File: config.mk
export PLATFORM = sky130hd
export DESIGN_NAME = link_init_seq
export DESIGN_NICKNAME = d
export VERILOG_FILES = /design/src/rtl/link_init_pkg.sv /design/src/rtl/lane_filter.sv /design/src/rtl/lane_vote.sv /design/src/rtl/link_fsm.sv /design/src/rtl/link_init_seq.sv
export SDC_FILE = /design/constraint.sdc
export NUM_CORES = 1
export LEC_CHECK = 0
export BUFFER_PORTS_ARGS = -buffer_cell sky130_fd_sc_hd__buf_2
export CORE_ASPECT_RATIO = 1.1
export CORE_MARGIN = 2
export CORE_UTILIZATION = 60
export CTS_CLUSTER_SIZE = 20
export DETAILED_ROUTE_END_ITERATION = 8
export GPL_TIMING_DRIVEN = 0
export PLACE_DENSITY = 0.85
export REMOVE_ABC_BUFFERS = 1
export SKIP_CTS_REPAIR_TIMING = 1
export SLEW_MARGIN = 20
export SYNTH_ARGS = -nofsm -noshare
export SYNTH_HDL_FRONTEND = slang
export SYNTH_SLANG_ARGS = --single-unit
File: constraint.sdc
create_clock -name clk -period 11.19 [get_ports clk]
set_input_delay 0.5595 -clock clk [delete_from_list [all_inputs] [get_ports clk]]
set_output_delay 0.5595 -clock clk [all_outputs]
set_load 0.1 [all_outputs]
File: src/rtl/link_init_pkg.sv
package link_init_pkg;

  typedef enum logic [2:0] {
    PAT_IDLE  = 3'd0,
    PAT_CAL   = 3'd1,
    PAT_TS0   = 3'd2,
    PAT_TS1   = 3'd3,
    PAT_TS2   = 3'd4,
    PAT_TS3   = 3'd5,
    PAT_NOP   = 3'd6,
    PAT_FRAME = 3'd7
  } lane_pat_t;

  typedef enum logic [3:0] {
    ST_DISABLE = 4'd0,
    ST_CALIB   = 4'd1,
    ST_TRAIN   = 4'd2,
    ST_TEST    = 4'd3,
    ST_POLL    = 4'd4,
    ST_CONFIG  = 4'd5,
    ST_ACTIVE  = 4'd6,
    ST_RECAL   = 4'd7,
    ST_LOWPWR  = 4'd8
  } link_state_t;

  function automatic lane_pat_t tx_of(input link_state_t s);
    case (s)
      ST_CALIB:  return PAT_CAL;
      ST_TRAIN:  return PAT_TS0;
      ST_TEST:   return PAT_TS1;
      ST_POLL:   return PAT_TS2;
      ST_CONFIG: return PAT_TS3;
      ST_ACTIVE: return PAT_FRAME;
      ST_RECAL:  return PAT_NOP;
      default:   return PAT_IDLE;
    endcase
  endfunction

  function automatic logic is_timed(input link_state_t s);
    return (s == ST_TRAIN) || (s == ST_TEST) || (s == ST_POLL) || (s == ST_CONFIG);
  endfunction

endpackage

File: src/rtl/lane_filter.sv
module lane_filter #(
  parameter int STB_W = 4
) (
  input  logic             clk,
  input  logic             rst_n,
  input  logic             tick,
  input  logic [2:0]       code,
  input  logic [STB_W-1:0] stable_frames,
  output logic [2:0]       held_code,
  output logic             qualified
);
  localparam logic [STB_W-1:0] CNT_MAX = '1;

  logic [STB_W-1:0] run_q;

  always_ff @(posedge clk) begin
    if (!rst_n) begin
      held_code <= 3'd0;
      run_q     <= '0;
    end else if (tick) begin
      if (code != held_code) begin
        held_code <= code;
        run_q     <= STB_W'(1);
      end else if (run_q != CNT_MAX) begin
        run_q <= run_q + 1'b1;
      end
    end
  end

  assign qualified = (run_q >= stable_frames);
endmodule

File: src/rtl/lane_vote.sv
module lane_vote #(
  parameter int NUM_LANES = 10,
  parameter int CNT_W     = $clog2(NUM_LANES + 1)
) (
  input  logic [NUM_LANES*3-1:0]       codes,
  input  logic [NUM_LANES-1:0]         qual,
  input  logic [NUM_LANES-1:0]         part,
  input  logic [CNT_W-1:0]             min_lanes,
  output logic [7:0]                   vote_ok,
  output logic [7:0][NUM_LANES-1:0]    vote_mask
);
  function automatic logic [CNT_W-1:0] ones(input logic [NUM_LANES-1:0] v);
    logic [CNT_W-1:0] n;
    n = '0;
    for (int i = 0; i < NUM_LANES; i++) n = n + CNT_W'(v[i]);
    return n;
  endfunction

  function automatic logic meets(input logic [CNT_W-1:0] n, input logic [CNT_W-1:0] thr);
    return (thr == '0) ? (n != '0) : (n >= thr);
  endfunction

  for (genvar p = 0; p < 8; p++) begin : g_pat
    for (genvar l = 0; l < NUM_LANES; l++) begin : g_lane
      assign vote_mask[p][l] = part[l] & qual[l] & (codes[3*l +: 3] == 3'(p));
    end
    assign vote_ok[p] = meets(ones(vote_mask[p]), min_lanes);
  end
endmodule

File: src/rtl/link_fsm.sv
module link_fsm
  import link_init_pkg::*;
#(
  parameter int NUM_LANES = 10,
  parameter int TO_W      = 16
) (
  input  logic                          clk,
  input  logic                          rst_n,
  input  logic                          tick,
  input  logic [7:0]                    vote_ok,
  input  logic [7:0][NUM_LANES-1:0]     vote_mask,
  input  logic                          l0s_en,
  input  logic [TO_W-1:0]               timeout_frames,
  output link_state_t                   state_q,
  output logic [NUM_LANES-1:0]          part_q,
  output logic                          chg_q,
  output logic                          timeout_hit,
  output logic                          abort_hit
);
  localparam logic [TO_W-1:0] TO_MAX = '1;

  link_state_t state_d, fwd_d;
  lane_pat_t   trig;
  logic        fwd;
  logic        cal_done_q;
  logic [TO_W-1:0] to_cnt_q;

  always_comb begin
    fwd   = 1'b0;
    fwd_d = state_q;
    trig  = PAT_IDLE;
    case (state_q)
      ST_DISABLE: if (vote_ok[PAT_CAL]) begin
                    fwd = 1'b1; fwd_d = ST_CALIB; trig = PAT_CAL;
                  end else if (cal_done_q && vote_ok[PAT_TS0]) begin
                    fwd = 1'b1; fwd_d = ST_TRAIN; trig = PAT_TS0;
                  end
      ST_TRAIN:   if (vote_ok[PAT_TS1])   begin fwd = 1'b1; fwd_d = ST_TEST;   trig = PAT_TS1;   end
      ST_TEST:    if (vote_ok[PAT_TS2])   begin fwd = 1'b1; fwd_d = ST_POLL;   trig = PAT_TS2;   end
      ST_POLL:    if (vote_ok[PAT_TS3])   begin fwd = 1'b1; fwd_d = ST_CONFIG; trig = PAT_TS3;   end
      ST_CONFIG:  if (vote_ok[PAT_FRAME]) begin fwd = 1'b1; fwd_d = ST_ACTIVE; trig = PAT_FRAME; end
      ST_ACTIVE:  if (vote_ok[PAT_NOP]) begin
                    fwd = 1'b1; fwd_d = ST_RECAL; trig = PAT_NOP;
                  end else if (vote_ok[PAT_IDLE] && l0s_en) begin
                    fwd = 1'b1; fwd_d = ST_LOWPWR; trig = PAT_IDLE;
                  end
      ST_RECAL:   if (vote_ok[PAT_FRAME]) begin fwd = 1'b1; fwd_d = ST_ACTIVE; trig = PAT_FRAME; end
      ST_LOWPWR:  if (vote_ok[PAT_FRAME]) begin fwd = 1'b1; fwd_d = ST_ACTIVE; trig = PAT_FRAME; end
      default: ;
    endcase

    abort_hit   = vote_ok[PAT_IDLE] && (state_q != ST_DISABLE) && (state_q != ST_LOWPWR)
                  && !(state_q == ST_ACTIVE && l0s_en);
    timeout_hit = !abort_hit && !fwd && is_timed(state_q) && (to_cnt_q >= timeout_frames);

    if (abort_hit || timeout_hit) state_d = ST_DISABLE;
    else                          state_d = fwd_d;
  end

  always_ff @(posedge clk) begin
    if (!rst_n) begin
      state_q    <= ST_DISABLE;
      part_q     <= '1;
      chg_q      <= 1'b0;
      cal_done_q <= 1'b0;
      to_cnt_q   <= '0;
    end else begin
      state_q <= state_d;
      chg_q   <= (state_d != state_q);
      if (state_d != state_q) to_cnt_q <= '0;
      else if (tick && is_timed(state_q) && to_cnt_q != TO_MAX) to_cnt_q <= to_cnt_q + 1'b1;
      if (abort_hit || timeout_hit) begin
        part_q     <= '1;
        cal_done_q <= abort_hit && (state_q == ST_CALIB);
      end else if (fwd) begin
        part_q <= part_q & vote_mask[trig];
      end
    end
  end
endmodule

File: src/rtl/link_init_seq.sv
module link_init_seq
  import link_init_pkg::*;
#(
  parameter int NUM_LANES = 10,
  parameter int STB_W     = 4,
  parameter int TO_W      = 16,
  parameter int CNT_W     = $clog2(NUM_LANES + 1)
) (
  input  logic                   clk,
  input  logic                   rst_n,
  input  logic                   frame_tick,
  input  logic [NUM_LANES*3-1:0] lane_code,
  input  logic [CNT_W-1:0]       min_lanes,
  input  logic [STB_W-1:0]       stable_frames,
  input  logic [TO_W-1:0]        timeout_frames,
  input  logic                   l0s_en,
  output logic [3:0]             link_state,
  output logic [2:0]             tx_pattern,
  output logic [NUM_LANES-1:0]   part_mask,
  output logic                   state_chg,
  output logic                   link_up
);
  logic [NUM_LANES*3-1:0]      held;
  logic [NUM_LANES-1:0]        qual;
  logic [7:0]                  vote_ok;
  logic [7:0][NUM_LANES-1:0]   vote_mask;
  link_state_t                 state_e;
  logic                        timeout_hit;
  logic                        abort_hit;

  for (genvar l = 0; l < NUM_LANES; l++) begin : g_lane
    lane_filter #(.STB_W(STB_W)) filt_i (
      .clk(clk), .rst_n(rst_n), .tick(frame_tick),
      .code(lane_code[3*l +: 3]), .stable_frames(stable_frames),
      .held_code(held[3*l +: 3]), .qualified(qual[l])
    );
  end

  lane_vote #(.NUM_LANES(NUM_LANES), .CNT_W(CNT_W)) vote_i (
    .codes(held), .qual(qual), .part(part_mask), .min_lanes(min_lanes),
    .vote_ok(vote_ok), .vote_mask(vote_mask)
  );

  link_fsm #(.NUM_LANES(NUM_LANES), .TO_W(TO_W)) fsm_i (
    .clk(clk), .rst_n(rst_n), .tick(frame_tick),
    .vote_ok(vote_ok), .vote_mask(vote_mask), .l0s_en(l0s_en),
    .timeout_frames(timeout_frames),
    .state_q(state_e), .part_q(part_mask), .chg_q(state_chg),
    .timeout_hit(timeout_hit), .abort_hit(abort_hit)
  );

  assign link_state = state_e;
  assign tx_pattern = tx_of(state_e);
  assign link_up    = (state_e == ST_ACTIVE);
endmodule

==> impl_metrics.env, run 1 <==
export IMPL_root_buffer="sky130_fd_sc_hd__clkbuf_16"
export IMPL_post_synthesis_async_set_or_reset_flop_share_pct=0
export IMPL_layout_min_cycle_time_ns=7.84
export IMPL_finalHoldViolCount=0
export IMPL_place_hpwl_um=18300
export IMPL_min_period_over_period_pct=70.1
export IMPL_rrSetupSlack_ns=3.50
export IMPL_route_detailed_drc=0
export IMPL_worst_supply_voltage_drop_on_vdd_v=0.0000740
export IMPL_worstSkewPairLatency_ns=0.36
export IMPL_most_common_layout_cells="sky130_fd_sc_hd__ha_1, sky130_fd_sc_hd__inv_1, sky130_fd_sc_hd__dfxtp_1, sky130_fd_sc_hd__nor2_1"
export IMPL_critPathCaptureType="flip-flop"
export IMPL_worst_path_max_fanout=17
export IMPL_grt_util_all_layers_pct=27.5
export IMPL_number_of_instances_in_the_synthesized_netlist=1189
export IMPL_final_common_cell="sky130_fd_sc_hd__ha_1"
export IMPL_power_density_nw_per_um2=93.4
export IMPL_min_to="g_lane[9].filt_i.held_code[1]"
export IMPL_grt_setup_unrepaired="no"
export IMPL_top_level_i_o_count=77
export IMPL_layout_area_overhead_vs_synth_pct=7.54
export IMPL_fin_nets=1468
export IMPL_hold_class="in2reg"
export IMPL_slew_headroom_pct=29.7
export IMPL_post_place_ws_ns=3.09
export IMPL_run_status="complete, no violations"
export IMPL_yosysTopAreaCellShare_pct=20.2
export IMPL_largest_incremental_delay_on_the_critical_path_ns=0.61
export IMPL_tightestPinTransition_ns=1.05
export IMPL_route_detailed_vias_per_inst=6.13
export IMPL_min_delay_start="lane_code[28]"
export IMPL_netlist_area_sq_um=10100
export IMPL_clock_sink_count=102
export IMPL_final_layout_size_suffix_gt1_share_pct=10.6
export IMPL_synth_register_bits=102
export IMPL_timing_critical_path_required_ns=11.45
export IMPL_route_detailed_wl_per_inst_um=16.8
export IMPL_global_route_overflow_total=0
export IMPL_fmax_ghz=0.128
export IMPL_maxCapViolCount=0
export IMPL_synth_area_leaders="sky130_fd_sc_hd__dfxtp_1, sky130_fd_sc_hd__ha_1, sky130_fd_sc_hd__fa_1"
export IMPL_post_synth_edffs=0
export IMPL_mean_instance_size_in_the_synthesized_netlist_sq_um=8.50
export IMPL_synth_top_area_cell="sky130_fd_sc_hd__dfxtp_1"
export IMPL_antenna_found_initial=0
export IMPL_clk_pin_slew_worst_paths_ns=0.07
export IMPL_timing_final_setup_violations=0
export IMPL_htree_levels=3
export IMPL_drv_slew=0
export IMPL_routed_via_count=8776
export IMPL_grt_pass1_vias=8642
export IMPL_drt_pass1_iter_count=5
export IMPL_worst_r2r_path_depth=27
export IMPL_detailedRoute_firstIterationViolations=509
export IMPL_startpoint_of_the_worst_slack_reg_to_reg_timing_path="g_lane[0].filt_i.run_q[0]"
export IMPL_start_kind="input pin"
export IMPL_worst_endpoint_arrival_ns=8.10
export IMPL_initial_core_util_pct=61.5
export IMPL_finalClockSkew_ns=0.00994
export IMPL_max_clock_path_buffers=2
export IMPL_slowest_stage="sky130_fd_sc_hd__o32a_1"
export IMPL_cts_inserted_buffers=9
export IMPL_design_core_area_sq_um=16400
export IMPL_die_width_um=128
export IMPL_synth_lib_cells_used_distinct=65
export IMPL_synth_seq_area_share_pct=20.2
export IMPL_detail_route_wirelength_um=24000
export IMPL_grt_max_degree=62
export IMPL_finalWeightedCongestion=0.918
export IMPL_worstSetupPathType="in2reg"
export IMPL_cts_tree="built"
export IMPL_critical_path_reg2reg_endpoint="fsm_i.to_cnt_q[3]"
export IMPL_synth_warning_count=0
export IMPL_grt_first_pass_wirelength_um=40200
export IMPL_design_die_area_sq_um=17900
export IMPL_ys_flop_type="sky130_fd_sc_hd__dfxtp_1"
export IMPL_die_height_um=140
export IMPL_leakage_nw=5.08
export IMPL_final_setup_worst_slack_ns=3.35
export IMPL_diodes=0
export IMPL_buffer_ports_inserted=76
export IMPL_critPathMostFrequentCell="sky130_fd_sc_hd__fa_1"
export IMPL_drt_antenna_violating_nets=0
export IMPL_hold_path_depth=3
export IMPL_placement_rows=49
export IMPL_fin_setup_tns_ns=0
==> where the power goes <==
part           switching [mW]  internal (mW)  total [mW]
logic                   0.189         0.0922       0.281
clock network           0.148          0.174       0.322
registers              0.0309          0.380       0.411
total                   0.368          0.647        1.01
==> worst max-delay path: cells and delay by family <==
family | cells | cell delay [ns]
mux | 1 | 0.15
compound gates | 7 | 1.87
fa+ha+maj | 8 | 3.58
simple gates | 6 | 1.23
buf+inv | 5 | 0.70
==> cells in the mapped netlist, drive strengths merged (2+ instances only) <==
cell,instances
o21bai,5
clkbuf,42
nand2b,24
nand3b,3
a22oi,2
nor3,38
and4,2
or4b,2
or3,4
inv,111
mux2i,34
nand3,38
xnor2,10
ha,139
nor3b,38
a211oi,31
a211o,3
or2,11
o21ai,64
o41ai,21
a21o,25
o2111ai,2
nand4b,2
nor4,15
or4,4
xor2,75
a31oi,4
nor4b,2
nor2,82
nor2b,16
dfxtp,102
fa,48
and3,3
a41oi,12
nand4,19
nand2,75
a21oi,52
o211ai,3
buf,14
==> metal layers <==
metal  track usage (%)  vias up  share of wire [%]
met5                 0        -                  0
met4              15.8        0                4.7
met3              3.48       83                4.2
met2              48.6      275                 50
met1              31.8     4158                 41
li1                  -     4260                  -
==> final cells by class <==
type	instances	area [sq um]
multi-input combinational	920	7410
fill	1327	5570
timing repair buffer	79	442
clock inverter	6	70.1
clock buffer	9	225
tap	204	255
inverter	111	419
sequential	102	2040
==> kinds of logic (layout without fill, tap and decap cells) <==
group	after synthesis	count (layout)	synth area share, %
compound gates	233	233	15.5
xor+xnor	85	85	7.37
fa+ha+maj	187	187	26.7
buf+inv	167	205	6.49
flops	102	102	20.2
mux	34	34	3.37
simple gates	381	381	20.3
==> worst max-delay path by stage <==
stage / from / endpoint / slack, ns / cells past startpoint
floorplan: stable_frames[1] / fsm_i.to_cnt_q[0] / 4.10 / 26
global placement: stable_frames[1] / fsm_i.to_cnt_q[1] / 3.18 / 27
detailed placement: stable_frames[1] / fsm_i.to_cnt_q[3] / 3.09 / 27
CTS: stable_frames[1] / fsm_i.to_cnt_q[3] / 3.39 / 27
global route: stable_frames[1] / fsm_i.to_cnt_q[0] / 2.96 / 27
finish: stable_frames[1] / fsm_i.to_cnt_q[3] / 3.35 / 27
==> state kept, by name, summed over array words and instances (netlist names) <==
register,flops
g_lane.filt_i.held_code,30
fsm_i.cal_done_q,1
g_lane.filt_i.run_q,40
fsm_i.state_q,4
fsm_i.part_q,10
fsm_i.chg_q,1
fsm_i.to_cnt_q,16
==> through the flow <==
stage	instances	total power [mW]	cell area [sq um]	hold slack [ns]	utilization [%]
floorplan	1133	0.618	9860	0.477	-
global placement	1413	0.686	10500	0.453	63.9
detailed placement	1416	0.696	10600	0.466	64.3
CTS	1431	1.01	10900	0.451	66.1
global route	1431	1.06	10900	0.479	66.1
finish	1431	1.01	10900	0.454	66.1
Note: power is estimated with default switching activity, not from simulation.
==> inputs of run 2 (changes only) <==
==> constraint.sdc (replaced) <==
create_clock -name clk -period 7.6 [get_ports clk]
set_input_delay 0.38 -clock clk [delete_from_list [all_inputs] [get_ports clk]]
set_output_delay 0.38 -clock clk [all_outputs]
set_load 0.1 [all_outputs]
==> run 2 against run 1 <==
Setup slack worse by 3.0 ns. Via count up 1.7%. Combinational power up 60%.
==> impl_metrics.env, run 2 (synthesized netlist as in run 1, its figures left out) <==
export IMPL_clockPowerShare_pct=30.9
export IMPL_final_layout_size_suffix_gt1_share_pct=12.5
export IMPL_grt_first_pass_wirelength_um=40200
export IMPL_route_detailed_vias_per_inst=6.20
export IMPL_final_common_cell="sky130_fd_sc_hd__ha_1"
export IMPL_largest_incremental_delay_on_the_critical_path_ns=0.57
export IMPL_max_clock_path_buffers=2
export IMPL_global_route_overflow_total=0
export IMPL_maxCapViolCount=0
export IMPL_largest_register_ffs=40
export IMPL_timing_final_setup_violations=0
export IMPL_drt_pass1_iter_count=8
export IMPL_crit_family="adder cells"
export IMPL_min_delay_start="lane_code[28]"
export IMPL_fin_setup_tns_ns=0
export IMPL_slew_headroom_pct=31.8
export IMPL_layout_min_cycle_time_ns=7.28
export IMPL_timing_critical_path_required_ns=7.91
export IMPL_grt_pass1_vias=8643
export IMPL_buffer_ports_inserted=76
export IMPL_die_width_um=128
export IMPL_clock_sink_count=102
export IMPL_start_kind="flip-flop"
export IMPL_route_detailed_wl_per_inst_um=17.2
export IMPL_design_core_area_sq_um=16400
export IMPL_p_sw_share_pct=36.5
export IMPL_grt_util_all_layers_pct=27.5
export IMPL_design_die_area_sq_um=17900
export IMPL_fraction_of_power_consumed_by_sequential_logic_pct=39.6
export IMPL_initial_core_util_pct=61.5
export IMPL_min_to="g_lane[9].filt_i.held_code[1]"
export IMPL_die_height_um=140
export IMPL_nFillCells=1286
export IMPL_routed_via_count=8921
export IMPL_worst_r2r_path_depth=26
export IMPL_fin_nets=1475
export IMPL_finalWeightedCongestion=0.918
export IMPL_multi_input_comb_area_sq_um=7550
export IMPL_area_sequential_sq_um=2040
export IMPL_finalClockSkew_ns=0.00996
export IMPL_finalHoldViolCount=0
export IMPL_most_common_layout_cells="sky130_fd_sc_hd__ha_1, sky130_fd_sc_hd__inv_1, sky130_fd_sc_hd__dfxtp_1, sky130_fd_sc_hd__nor2_1"
export IMPL_detailedRoute_firstIterationViolations=538
export IMPL_drt_antenna_violating_nets=0
export IMPL_critical_path_reg2reg_endpoint="fsm_i.part_q[9]"
export IMPL_reg_top3="g_lane.filt_i.run_q x40, g_lane.filt_i.held_code x30, fsm_i.to_cnt_q x16"
export IMPL_worst_supply_voltage_drop_on_vdd_v=0.000109
export IMPL_antenna_found_initial=0
export IMPL_combPwrFrac_pct=29.5
export IMPL_cts_tree="built"
export IMPL_tightestPinTransition_ns=1.01
export IMPL_power_density_nw_per_um2=138
export IMPL_htree_levels=3
export IMPL_worst_endpoint_arrival_ns=7.59
export IMPL_startpoint_of_the_worst_slack_reg_to_reg_timing_path="g_lane[0].filt_i.run_q[0]"
export IMPL_critPathCaptureType="flip-flop"
export IMPL_hold_path_depth=3
export IMPL_root_buffer="sky130_fd_sc_hd__clkbuf_16"
export IMPL_p_total_mw=1.53
export IMPL_worst_path_max_fanout=11
export IMPL_drv_slew=0
export IMPL_critPathMostFrequentCell="sky130_fd_sc_hd__fa_1"
export IMPL_fmax_ghz=0.137
export IMPL_cts_inserted_buffers=9
export IMPL_diodes=0
export IMPL_clk_pin_slew_worst_paths_ns=0.07
export IMPL_critical_path_n_buffers_inverters=3
export IMPL_run_status="complete, no violations"
export IMPL_grt_max_degree=62
export IMPL_slowest_stage="sky130_fd_sc_hd__or2b_1"
export IMPL_net_switching_power_figure_uw=559
export IMPL_route_detailed_drc=0
export IMPL_leakage_nw=5.16
export IMPL_top_level_i_o_count=77
export IMPL_min_period_over_period_pct=95.8
export IMPL_worstSetupPathType="reg2reg"
export IMPL_detail_route_wirelength_um=24800
export IMPL_cellInternalPower_uw=972
export IMPL_worstSkewPairLatency_ns=0.37
export IMPL_max_flop_register="g_lane.filt_i.run_q"
export IMPL_hold_class="in2reg"
export IMPL_place_hpwl_um=18300
export IMPL_layout_area_overhead_vs_synth_pct=9.57
export IMPL_rrSetupSlack_ns=0.32
export IMPL_placement_rows=49
export IMPL_whs_ns=0.275
-- run 2: cell types whose count changed in the layout (fill, tap and decap cells not counted), sizes merged --
cell,before,now
buf,79,84
o32a,1,3
-- run 2: area by class of cell --
class | count | share of cell area (%)
timing repair buffer | 84 | 4.56
tap | 204 | 2.31
inverter | 111 | 3.79
sequential | 102 | 18.4
clock inverter | 6 | 0.633
clock buffer | 9 | 2.03
multi-input combinational | 922 | 68.2
-- run 2: per-layer routing --
layer / part of all wire [%] / GRT usage [%] / vias to the layer above
li1: - / - / 4276
met1: 39 / 31.7 / 4215
met2: 50 / 48.5 / 329
met3: 5.2 / 3.48 / 101
met4: 5.5 / 16.0 / 0
met5: 0 / 0 / -
-- run 2: how the worst max path moves through the flow --
stage | slack (ns) | startpoint | end | cells past startpoint
3_5_place_dp | -0.32 | stable_frames[1] | fsm_i.to_cnt_q[3] | 27
4_1_cts | -0.05 | g_lane[0].filt_i.run_q[0] | fsm_i.to_cnt_q[3] | 27
3_3_place_gp | -0.23 | stable_frames[1] | fsm_i.to_cnt_q[1] | 27
2_1_floorplan | 0.66 | fsm_i.part_q[0] | fsm_i.to_cnt_q[0] | 20
6_report | 0.32 | g_lane[0].filt_i.run_q[0] | fsm_i.part_q[9] | 26
5_1_grt | -0.05 | g_lane[1].filt_i.run_q[0] | fsm_i.to_cnt_q[0] | 27
-- run 2: metrics by stage --
stage | util, % | setup WS, ns | area (sq um) | std cells
global placement | 63.9 | -0.226 | 10500 | 1413
global route | 67.4 | -0.0458 | 11100 | 1438
CTS | 66.1 | -0.0542 | 10900 | 1431
finish | 67.4 | 0.319 | 11100 | 1438
detailed placement | 64.3 | -0.319 | 10600 | 1416
floorplan | - | 0.657 | 9860 | 1133
-- run 2: power groups by stage --
stage	Sequential, mW	Combinational (mW)	Clock [mW]
4_1_cts	0.604	0.412	0.478
3_5_place_dp	0.616	0.409	0
6_report	0.606	0.451	0.474
5_1_grt	0.611	0.490	0.498
2_1_floorplan	0.680	0.230	0
3_3_place_gp	0.615	0.395	0
-- run 2: tightest hold or removal path, cell delays in order --
cell and delay, ns:
sky130_fd_sc_hd__buf_2 0.09, sky130_fd_sc_hd__mux2i_1 0.06, sky130_fd_sc_hd__nor2_1 0.07
==> inputs of run 3 (changes only) <==
--- a/config.mk
+++ b/config.mk
@@ -5,6 +5,7 @@
 export SDC_FILE = /design/constraint.sdc
 export NUM_CORES = 1
 export LEC_CHECK = 0
+export ABC_AREA = 1
 export BUFFER_PORTS_ARGS = -buffer_cell sky130_fd_sc_hd__buf_2
 export CORE_ASPECT_RATIO = 1.1
 export CORE_MARGIN = 2
@@ -12,7 +13,7 @@
 export CTS_CLUSTER_SIZE = 20
 export DETAILED_ROUTE_END_ITERATION = 8
 export GPL_TIMING_DRIVEN = 0
-export PLACE_DENSITY = 0.85
+export PLACE_DENSITY = 0.84
 export REMOVE_ABC_BUFFERS = 1
 export SKIP_CTS_REPAIR_TIMING = 1
 export SLEW_MARGIN = 20
==> run 3 against run 2 <==
Count of clock-buffer cells in the layout is 1 higher. Final area is 6.0% higher. Area after synthesis is 7.2% higher. Hold slack lost 0.011 ns. Die area grew 7.0%. Critical endpoint is now fsm_i.part_q[3]. Global-route usage rose by 1.4 points. Final cell count up 33%. First-iteration DRC count increased by 38%. Clock power increased by 11%. Core utilization shrank 0.96 points. Non-clock buffer count shrank 7.
==> impl_metrics.env, run 3 <==
export IMPL_hold_class="in2reg"
export IMPL_route_detailed_vias_per_inst=5.43
export IMPL_most_common_layout_cells="sky130_fd_sc_hd__nand2_1, sky130_fd_sc_hd__inv_1, sky130_fd_sc_hd__nor2_1, sky130_fd_sc_hd__nand3_1, sky130_fd_sc_hd__ha_1"
export IMPL_critPathMostFrequentCell="sky130_fd_sc_hd__inv_1"
export IMPL_detail_route_wirelength_um=26800
export IMPL_number_of_instances_in_the_synthesized_netlist=1614
export IMPL_yosysTopAreaCellShare_pct=18.9
export IMPL_initial_core_util_pct=61.3
export IMPL_run_status="complete, no violations"
export IMPL_worstSetupPathType="in2reg"
export IMPL_cts_tree="built"
export IMPL_worstSkewPairLatency_ns=0.37
export IMPL_fin_cells=1918
export IMPL_start_kind="input pin"
export IMPL_mean_instance_size_in_the_synthesized_netlist_sq_um=6.71
export IMPL_layout_min_cycle_time_ns=7.09
export IMPL_critical_path_reg2reg_endpoint="fsm_i.part_q[3]"
export IMPL_max_clock_path_buffers=2
export IMPL_worst_path_max_fanout=16
export IMPL_finalClockSkew_ns=0.00842
export IMPL_die_height_um=145
export IMPL_p_total_mw=2.10
export IMPL_fin_nets=1920
export IMPL_synth_area_leaders="sky130_fd_sc_hd__dfxtp_1, sky130_fd_sc_hd__ha_1, sky130_fd_sc_hd__nand2_1"
export IMPL_route_detailed_drc=0
export IMPL_synth_top_area_cell="sky130_fd_sc_hd__dfxtp_1"
export IMPL_tightestPinTransition_ns=1.09
export IMPL_design_die_area_sq_um=19100
export IMPL_drt_antenna_violating_nets=0
export IMPL_slew_headroom_pct=26.7
export IMPL_post_synthesis_async_set_or_reset_flop_share_pct=0
export IMPL_cts_inserted_buffers=9
export IMPL_die_width_um=132
export IMPL_detailedRoute_firstIterationViolations=743
export IMPL_synth_register_bits=102
export IMPL_routed_via_count=10400
export IMPL_finalHoldViolCount=0
export IMPL_startpoint_of_the_worst_slack_reg_to_reg_timing_path="g_lane[0].filt_i.run_q[1]"
export IMPL_route_detailed_wl_per_inst_um=14.0
export IMPL_clk_pin_slew_worst_paths_ns=0.07
export IMPL_crit_family="adder cells"
export IMPL_worst_endpoint_arrival_ns=7.32
export IMPL_max_flop_register="g_lane.filt_i.run_q"
export IMPL_clock_sink_count=102
export IMPL_min_to="g_lane[6].filt_i.held_code[2]"
export IMPL_critPathCaptureType="flip-flop"
export IMPL_rrSetupSlack_ns=0.64
export IMPL_post_synth_edffs=0
export IMPL_synthMostInstantiatedCell="sky130_fd_sc_hd__nand2_1"
export IMPL_synth_warning_count=0
export IMPL_largest_register_ffs=40
export IMPL_grt_first_pass_wirelength_um=45000
export IMPL_hold_path_depth=3
export IMPL_synth_lib_cells_used_distinct=43
export IMPL_synth_seq_area_share_pct=18.9
export IMPL_worst_r2r_path_depth=32
export IMPL_layout_area_overhead_vs_synth_pct=8.40
export IMPL_slowest_stage="sky130_fd_sc_hd__nand3_1"
export IMPL_top_level_i_o_count=77
export IMPL_final_layout_size_suffix_gt1_share_pct=9.17
export IMPL_timing_critical_path_required_ns=7.84
export IMPL_reg_top3="g_lane.filt_i.run_q x40, g_lane.filt_i.held_code x30, fsm_i.to_cnt_q x16"
export IMPL_root_buffer="sky130_fd_sc_hd__clkbuf_16"
export IMPL_placement_rows=51
export IMPL_whs_ns=0.263
export IMPL_grt_util_all_layers_pct=28.8
export IMPL_min_delay_start="lane_code[20]"
export IMPL_diodes=0
export IMPL_grt_max_degree=53
export IMPL_finalWeightedCongestion=0.954
export IMPL_drv_slew=0
export IMPL_final_common_cell="sky130_fd_sc_hd__nand2_1"
export IMPL_fmax_ghz=0.141
export IMPL_timing_final_setup_violations=0
export IMPL_grt_setup_unrepaired="no"
export IMPL_critical_path_n_buffers_inverters=8
export IMPL_buffer_ports_inserted=76
export IMPL_synth_commonest_cells="sky130_fd_sc_hd__nand2_1, sky130_fd_sc_hd__inv_1, sky130_fd_sc_hd__nor2_1, sky130_fd_sc_hd__nand3_1, sky130_fd_sc_hd__ha_1"
export IMPL_htree_levels=3
export IMPL_worst_supply_voltage_drop_on_vdd_v=0.000186
export IMPL_fin_setup_tns_ns=0
export IMPL_power_density_nw_per_um2=179
export IMPL_nFillCells=1578
export IMPL_netlist_area_sq_um=10800
export IMPL_place_detailed_instances=1902
export IMPL_ys_flop_type="sky130_fd_sc_hd__dfxtp_1"
export IMPL_leakage_nw=6.13
export IMPL_min_period_over_period_pct=93.2
export IMPL_design_core_area_sq_um=17700
export IMPL_critical_path_startpoint="stable_frames[1]"
export IMPL_largest_incremental_delay_on_the_critical_path_ns=0.58
export IMPL_grt_pass1_vias=9786
export IMPL_maxCapViolCount=0
export IMPL_antenna_found_initial=0
export IMPL_drt_pass1_iter_count=8
export IMPL_global_route_overflow_total=0
export IMPL_place_hpwl_um=20800
==> run 3: final cells by class <==
| cell class | count | area [sq um] | share of cell area [%] |
|---|---|---|---|
| clock buffer | 10 | 239 | 2.04 |
| clock inverter | 6 | 92.6 | 0.789 |
| inverter | 290 | 1100 | 9.34 |
| multi-input combinational | 1195 | 7580 | 64.6 |
| sequential | 102 | 2040 | 17.4 |
| tap | 238 | 298 | 2.54 |
| timing repair buffer | 77 | 392 | 3.34 |
==> run 3: kinds of logic after synthesis <==
family | Yosys count | share of synthesized area [%]
compound gates | 198 | 9.98
xor+xnor | 45 | 3.64
fa+ha+maj | 187 | 24.9
buf+inv | 317 | 11.2
flops | 102 | 18.9
mux | 1 | 0.0924
simple gates | 764 | 31.3
==> run 3: metrics by stage <==
step,cell area [sq um],utilization (%),setup WS [ns]
global placement,11400,64.4,-0.183
finish,11700,66.4,0.515
floorplan,10700,-,1.11
global route,11700,66.4,0.0520
detailed placement,11400,64.5,0.166
CTS,11700,66.4,0.542
==> run 3: how the worst max path moves through the flow <==
stage,endpoint,slack [ns],depth (start not counted)
detailed placement,fsm_i.part_q[3],0.17,32
finish,fsm_i.part_q[3],0.51,34
global placement,fsm_i.part_q[0],-0.18,32
floorplan,fsm_i.part_q[0],1.11,31
CTS,fsm_i.part_q[3],0.54,32
global route,fsm_i.part_q[5],0.05,34
==> run 3: power breakdown <==
| part | total [mW] | leakage [nW] | internal [mW] | switching [mW] |
|---|---|---|---|---|
| Clock | 0.524 | 0.156 | 0.300 | 0.224 |
| Combinational | 0.942 | 5.14 | 0.246 | 0.696 |
| Sequential | 0.639 | 0.835 | 0.581 | 0.0581 |
==> run 3: layer usage <==
| metal | track usage, % | wire, um | up-vias |
|---|---|---|---|
| li1 | - | - | 5262 |
| met1 | 35.9 | 11600 | 4738 |
| met2 | 49.9 | 12500 | 334 |
| met3 | 3.27 | 1550 | 73 |
| met4 | 14.5 | 1150 | 0 |
| met5 | 0 | 0 | - |
==> run 3: worst reg2reg max path, delay by kind of cell, from the launching register on <==
kind                     cells  cell delay [ns]
AO/OA/AOI/OAI                4             0.74
flip-flops                   1             0.34
buffers and inverters        6             0.33
adder cells (fa/ha/maj)      8             3.54
AND/OR/NAND/NOR             14             1.86
